[config.mk]
export PLATFORM = sky130hd
export DESIGN_NAME = sqrt_csel_add
export DESIGN_NICKNAME = d
export VERILOG_FILES = /design/src/rtl/sqcs_pkg.sv /design/src/rtl/sqcs_ripple.sv /design/src/rtl/sqcs_inc.sv /design/src/rtl/sqcs_group.sv /design/src/rtl/sqrt_csel_add.sv
export SDC_FILE = /design/constraint.sdc
export NUM_CORES = 1
export LEC_CHECK = 0
export BUFFER_PORTS_ARGS = -buffer_cell sky130_fd_sc_hd__buf_4
export CORE_AREA = 2 2 93 95
export DETAILED_ROUTE_END_ITERATION = 8
export DIE_AREA = 0 0 95 97
export PLACE_DENSITY = 0.79
export SYNTH_ARGS = -nofsm -noshare
export SYNTH_HDL_FRONTEND = slang
export SYNTH_HIERARCHICAL = 1
export SYNTH_SLANG_ARGS = --single-unit
export TNS_END_PERCENT = 50
[constraint.sdc]
create_clock -name vclk -period 19.8
set_input_delay 5.94 -clock vclk [all_inputs]
set_output_delay 5.94 -clock vclk [all_outputs]
set_load 0.1 [all_outputs]
[src/rtl/sqcs_pkg.sv]
package sqcs_pkg;

    localparam int NGRP = 11;

    // Slice widths, least significant slice first.
    localparam int GRP_W [NGRP] = '{2, 2, 3, 4, 5, 6, 7, 8, 8, 9, 10};

    // Start bit of slice g (sum of the widths below it).
    function automatic int grp_lo(input int g);
        int acc;
        acc = 0;
        for (int i = 0; i < g; i++) acc += GRP_W[i];
        return acc;
    endfunction

    localparam int DW = grp_lo(NGRP);

    typedef enum logic {
        INC_BEC  = 1'b0,
        INC_HALF = 1'b1
    } inc_style_e;

endpackage

[src/rtl/sqcs_ripple.sv]
module sqcs_ripple #(
    parameter int W = 4
) (
    input  logic [W-1:0] a_i,
    input  logic [W-1:0] b_i,
    input  logic         cin_i,
    output logic [W-1:0] s_o,
    output logic         co_o
);

    logic [W:0] c_d;

    assign c_d[0] = cin_i;

    for (genvar i = 0; i < W; i++) begin : g_fa
        assign s_o[i]    = a_i[i] ^ b_i[i] ^ c_d[i];
        assign c_d[i+1]  = (a_i[i] & b_i[i]) | (b_i[i] & c_d[i]) | (c_d[i] & a_i[i]);
    end

    assign co_o = c_d[W];

    always_comb begin
        assert_ripple_sum_R2: assert ({co_o, s_o} ==
            ({1'b0, a_i} + {1'b0, b_i} + {{W{1'b0}}, cin_i}))
        else $error("ripple chain result differs from operand sum");
    end

endmodule

[src/rtl/sqcs_inc.sv]
module sqcs_inc #(
    parameter int W = 4
) (
    input  logic [W-1:0] in_i,
    output logic [W-1:0] out_o
);

    // run_d[i] is 1 when every input bit below i is 1, so bit i toggles.
    logic [W-1:0] run_d;

    assign run_d[0] = 1'b1;
    for (genvar i = 1; i < W; i++) begin : g_run
        assign run_d[i] = run_d[i-1] & in_i[i-1];
    end

    assign out_o = in_i ^ run_d;

    always_comb begin
        assert_inc_plus_one_R4: assert (out_o == W'(in_i + W'(1)))
        else $error("plus-one converter output wrong");
    end

endmodule

[src/rtl/sqcs_group.sv]
module sqcs_group
    import sqcs_pkg::*;
#(
    parameter int         W     = 4,
    parameter inc_style_e STYLE = INC_BEC
) (
    input  logic [W-1:0] a_i,
    input  logic [W-1:0] b_i,
    input  logic         cin_i,
    output logic [W-1:0] s_o,
    output logic         co_o
);

    typedef struct packed {
        logic         co;
        logic [W-1:0] s;
    } res_t;

    logic [W-1:0] ps_d;
    logic         pc_d;
    res_t         res_d;

    sqcs_ripple #(.W(W)) u_rca0 (
        .a_i   (a_i),
        .b_i   (b_i),
        .cin_i (1'b0),
        .s_o   (ps_d),
        .co_o  (pc_d)
    );

    if (STYLE == INC_BEC) begin : g_bec
        logic [W:0] x_d;

        sqcs_inc #(.W(W+1)) u_inc (
            .in_i  ({pc_d, ps_d}),
            .out_o (x_d)
        );

        always_comb begin
            if (cin_i) res_d = res_t'(x_d);
            else       res_d = res_t'({pc_d, ps_d});
        end
    end else begin : g_half
        logic [W:0]   hc_d;
        logic [W-1:0] hs_d;

        assign hc_d[0] = cin_i;
        for (genvar i = 0; i < W; i++) begin : g_ha
            assign hs_d[i]   = ps_d[i] ^ hc_d[i];
            assign hc_d[i+1] = ps_d[i] & hc_d[i];
        end

        always_comb begin
            res_d.s  = hs_d;
            res_d.co = pc_d | hc_d[W];
        end

        always_comb begin
            assert_half_carry_excl_R6: assert (!(pc_d && hc_d[W]))
            else $error("provisional and half-adder carries both set");
        end
    end

    assign s_o  = res_d.s;
    assign co_o = res_d.co;

    always_comb begin
        assert_zero_carry_pass_R5: assert (cin_i || ({co_o, s_o} == {pc_d, ps_d}))
        else $error("slice altered its carry-0 result without a carry");
        assert_group_sum_R2: assert ({co_o, s_o} ==
            ({1'b0, a_i} + {1'b0, b_i} + {{W{1'b0}}, cin_i}))
        else $error("slice result differs from operand sum");
    end

endmodule

[src/rtl/sqrt_csel_add.sv]
module sqrt_csel_add
    import sqcs_pkg::*;
#(
    parameter inc_style_e STYLE = INC_BEC
) (
    input  logic [DW-1:0] a_i,
    input  logic [DW-1:0] b_i,
    input  logic          cin_i,
    output logic [DW-1:0] sum_o,
    output logic          cout_o
);

    // gc_d[g] is the carry entering slice g.
    logic [NGRP:0] gc_d;

    assign gc_d[0] = cin_i;

    for (genvar g = 0; g < NGRP; g++) begin : g_slice
        localparam int LO = grp_lo(g);
        localparam int W  = GRP_W[g];

        if (g == 0) begin : g_base
            sqcs_ripple #(.W(W)) u_rca (
                .a_i   (a_i[LO +: W]),
                .b_i   (b_i[LO +: W]),
                .cin_i (gc_d[g]),
                .s_o   (sum_o[LO +: W]),
                .co_o  (gc_d[g+1])
            );
        end else begin : g_sel
            sqcs_group #(.W(W), .STYLE(STYLE)) u_grp (
                .a_i   (a_i[LO +: W]),
                .b_i   (b_i[LO +: W]),
                .cin_i (gc_d[g]),
                .s_o   (sum_o[LO +: W]),
                .co_o  (gc_d[g+1])
            );
        end
    end

    assign cout_o = gc_d[NGRP];

    always_comb begin
        assert_word_sum_R2: assert ({cout_o, sum_o} ==
            ({1'b0, a_i} + {1'b0, b_i} + {{DW{1'b0}}, cin_i}))
        else $error("word sum differs from operand sum");
    end

endmodule

==> metrics.txt, run 1 <==
dpl cells 623; Site Rows 33; slack of the critical path around 2.4 ns; CP Max Fanout 11; max incr delay on CP 0.50 ns; largest family of logic cells by synthesized area adder cells; Simple-Gate Fraction of Synth Area 0; sequential cell area fraction in the yosys report 0; Net Sw Frac 0.714; Buffers on Ports 194; vias in the first global route 3,156; syn nets 576; Non-Filler Instances 623; cts repair resizes 0; fillers 638; area share of xor/xnor cells in the synthesized design 0.0243; number of diodes 0; fin crit share 0.880; CP endpoint kind primary output; Die X approximately 95 µm; clock share of power 0; leakage power 3.04 nW; Tmin final around 17 ns; router iterations before antenna repair 4; cts-stage hold buffer count 0; DP HPWL 7510 µm; slowest CP cell fa_1; CP required around 14 ns; Post-Syn Area per Cell 10.9 µm²; cell family with most CP delay multiplexers; Comb power frac 1.000; die footprint 9220 µm²; Post-Synth Adder-Cell Area 0.536; setup total negative slack 0 ns; Initial Util 0.443; buffer and inverter count on the worst path 4; maxcap violations 0; Post-layout nets about 770; All-Layer GR Usage 0.167; Die H 97 µm; core area just over 8000 µm²; total vias in the final route 2,787; Avg Vias per Cell 4.47; synth warn 6; post-CTS setup buffer count 0; Area growth, synth to finish 41.9%; # clk buffers 0; final core occ 0.629; Initial DRC Count 12; Power Internal 0.178 mW; area of the multi-input gates 3090 µm²; gr ovfl total 0; Reg area 0 µm²; pwr dens 121 nW/µm²; Worst Path Arrival 11.49 ns; RSZ-0062 raised after global routing no; initial antenna violation count 0; Worst path most repeated cell mux2_4; final hold violations 0; layout cells sized above 1 0.514; Setup CP Type input port to primary output; DRC violation count after routing 0; Final setup viols 0; antenna-violating nets left 0; multiplexer share of the synthesized area 0.286; largest net degree at the start of global routing 12; num sequential 0; status finished, final reports clean; hold crit path type input port to primary output; P_sw 0.444 mW; final RePlAce weighted congestion 0.818; Flop pwr share 0; maximum VDD drop 0.0802 mV; Synth Area in Compound Gates 0; Slew Limit Fails 0; first-pass GRT wire length 12,900 µm; DR WL/cell 12.6 µm; Cell Chain, Critical Path buf_4 > inv_1 > fa_1 > fa_1 > inv_1 > ha_1 > xor2_1 > mux2_2 > mux2_2 > mux2_2 > mux2_4 > mux2_4 > mux2_4 > mux2_4 > mux2_4 > mux2_4 > mux2_4 > buf_4; Cells after Synth 331; post-synthesis cell area 3600 µm²; dpl ws 2.35 ns; Yosys cell types 8; wirelength, routed between 7000 and 8000 µm; IO Pins 194; FMAX 57.4 MHz; element type at the critical path start input port
-- worst paths after layout --
path / startpoint / endpoint / slack (ns) / depth (start not counted)
hold / removal: cin_i / sum_o[0] / 12.46 / 5
setup / recovery: a_i[2] / cout_o / 2.37 / 18
-- tightest hold or removal path, stage by stage --
cell,delay (ns)
buf_4,0.10
inv_1,0.06
fa_1,0.16
inv_1,0.04
buf_4,0.22
-- cells in the mapped netlist, drive strengths merged --
cell,number,area share
mux2,72,0.29
inv,116,0.12
conb,10,0.010
xor2,10,0.024
fa,64,0.36
buf,7,0.022
ha,52,0.18
-- area by class of cell --
cell class,count,share of cell area
timing repair buffer,194,0.285
inverter,116,0.0852
multi-input combinational,208,0.604
tap,105,0.0257
-- power groups by stage --
stage               Sequential, mW  Combinational (mW)  Clock (mW)
finish                           0               0.621           0
global route                     0               0.649           0
CTS                              0               0.625           0
detailed placement               0               0.623           0
global placement                 0               0.614           0
floorplan                        0               0.512           0
-- per-stage QoR --
step                hold slack [ns]  power (mW)  area (µm²)
floorplan                     12.38       0.512        3600
global placement              12.44       0.614        5110
detailed placement            12.46       0.623        5110
CTS                           12.46       0.625        5110
global route                  12.50       0.649        5110
finish                        12.46       0.621        5110
-- routing by layer --
metal,part of all wire,vias up,track usage
li1,-,1351,-
met1,0.34,1311,0.176
met2,0.55,121,0.336
met3,0.10,4,0.0428
met4,0.0059,0,0.0100
met5,0,-,0
-- layout by cell type, fill, tap and decap left out --
cell	synthesis	routed
buf_4	0	194
inv_1	116	116
fa_1	64	64
mux2_4	59	59
ha_1	52	52
mux2_2	13	13
xor2_1	10	10
conb_1	10	10
-- cell families (layout without fill, tap and decap cells) --
group | after synthesis | count (layout)
xor+xnor | 10 | 10
mux | 72 | 72
fa+ha+maj | 116 | 116
other cells | 10 | 10
buf+inv | 123 | 310
(Power assumes the default switching activity.)
==> run 2, diff against run 1 <==
--- a/config.mk
+++ b/config.mk
@@ -6,10 +6,11 @@
 export NUM_CORES = 1
 export LEC_CHECK = 0
 export BUFFER_PORTS_ARGS = -buffer_cell sky130_fd_sc_hd__buf_4
-export CORE_AREA = 2 2 93 95
+export CORE_AREA = 4 4 95 97
 export DETAILED_ROUTE_END_ITERATION = 8
-export DIE_AREA = 0 0 95 97
+export DIE_AREA = 0 0 99 101
 export PLACE_DENSITY = 0.79
+export REMOVE_ABC_BUFFERS = 1
 export SYNTH_ARGS = -nofsm -noshare
 export SYNTH_HDL_FRONTEND = slang
 export SYNTH_HIERARCHICAL = 1
==> metrics.txt, run 2 (synthesized netlist as in run 1, its figures left out) <==
DRC violation count after routing 0; Tot Pwr slightly above 0.6 mW; cell family with most CP delay multiplexers; total vias in the final route 2,804; CP endpoint kind primary output; Final Instance Area 5110 µm²; RSZ-0062 raised after global routing no; post-CTS setup buffer count 0; pwr dens 122 nW/µm²; Avg Vias per Cell 4.50; # clk buffers 0; status finished, final reports clean; first-pass GRT wire length ~14,000 µm; cts-stage hold buffer count 0; All-Layer GR Usage 0.164; commonest non-fill, non-tap cell in the layout buf_4; Initial Util 0.443; number of diodes 0; maximum VDD drop 0.0861 mV; final hold violations 0; FMAX 57.4 MHz; Die X approximately 100 µm; Hold Path Origin cin_i; Post-layout nets 765; Initial DRC Count 16; DR WL/cell 13.4 µm; IO Pins 194; Area growth, synth to finish 41.9%; Die H a little over 100 µm; wirelength, routed 8380 µm; setup total negative slack 0 ns; Reg area 0 µm²; Cell Chain, Critical Path buf_4 > inv_1 > fa_1 > fa_1 > inv_1 > ha_1 > xor2_1 > mux2_2 > mux2_2 > mux2_2 > mux2_4 > mux2_4 > mux2_4 > mux2_4 > mux2_4 > mux2_4 > mux2_4 > buf_4; layout cells sized above 1 0.514; most frequent cells in the layout buf_4, inv_1, fa_1; final RePlAce weighted congestion 0.953; CP Max Fanout 11; vias in the first global route 3,159; Non-Filler Instances 623; Slew Limit Fails 0; Cells on Worst Hold Path 5; Setup CP Type input port to primary output; max incr delay on CP 0.48 ns; Worst Path Arrival roughly 11 ns; slowest CP cell fa_1; largest net degree at the start of global routing 12; fin crit share 0.879; CP required 13.86 ns; buffer and inverter count on the worst path 4; DP HPWL 8120 µm; router iterations before antenna repair 4; Tmin final 17.41 ns; Worst path most repeated cell mux2_4; hold crit path type input port to primary output; final core occ 0.629; antenna-violating nets left 0; Site Rows 33; initial antenna violation count 0; element type at the critical path start input port; gr ovfl total 0; num sequential 0; die footprint 10000 µm²; Buffers on Ports 194; maxcap violations 0; post-placement cell area just over 5000 µm²; leakage power 3.04 nW; dpl cells 623; core area just over 8000 µm²; crit path from a_i[2]; cts repair resizes 0; Final setup viols 0; WHS Endpoint sum_o[0]
-- run 2: cell type report --
class	count	area (µm²)
Multi-Input combinational cell	208	3090
Fill cell	669	3020
Timing Repair Buffer	194	1460
Inverter	116	435
Tap cell	105	131
-- run 2: worst max path at each step --
| stage | endpoint | cells after the start | slack [ns] |
|---|---|---|---|
| after global placement | sum_o[63] | 18 | 2.48 |
| after global routing | sum_o[60] | 18 | 2.25 |
| after floorplan | sum_o[62] | 16 | 2.65 |
| after CTS | sum_o[63] | 18 | 2.37 |
| after detailed placement | sum_o[63] | 18 | 2.37 |
| final | sum_o[63] | 18 | 2.39 |
-- run 2: report_power, final --
group          internal [mW]  total [mW]  switching, mW
clock network              0           0              0
registers                  0           0              0
logic                  0.177       0.622          0.444
-- run 2: metrics by stage --
step | hold WS [ns] | worst slack [ns]
global route | 12.49 | 2.25
finish | 12.45 | 2.39
detailed placement | 12.45 | 2.37
CTS | 12.45 | 2.37
global placement | 12.44 | 2.48
floorplan | 12.38 | 2.65
-- run 2: layer usage --
layer / up-vias / part of all wire / GRT usage
met2: 122 / 0.54 / 0.333
met4: 0 / 0.013 / 0.0189
met1: 1322 / 0.34 / 0.172
met3: 10 / 0.10 / 0.0429
met5: - / 0 / 0
li1: 1350 / - / -
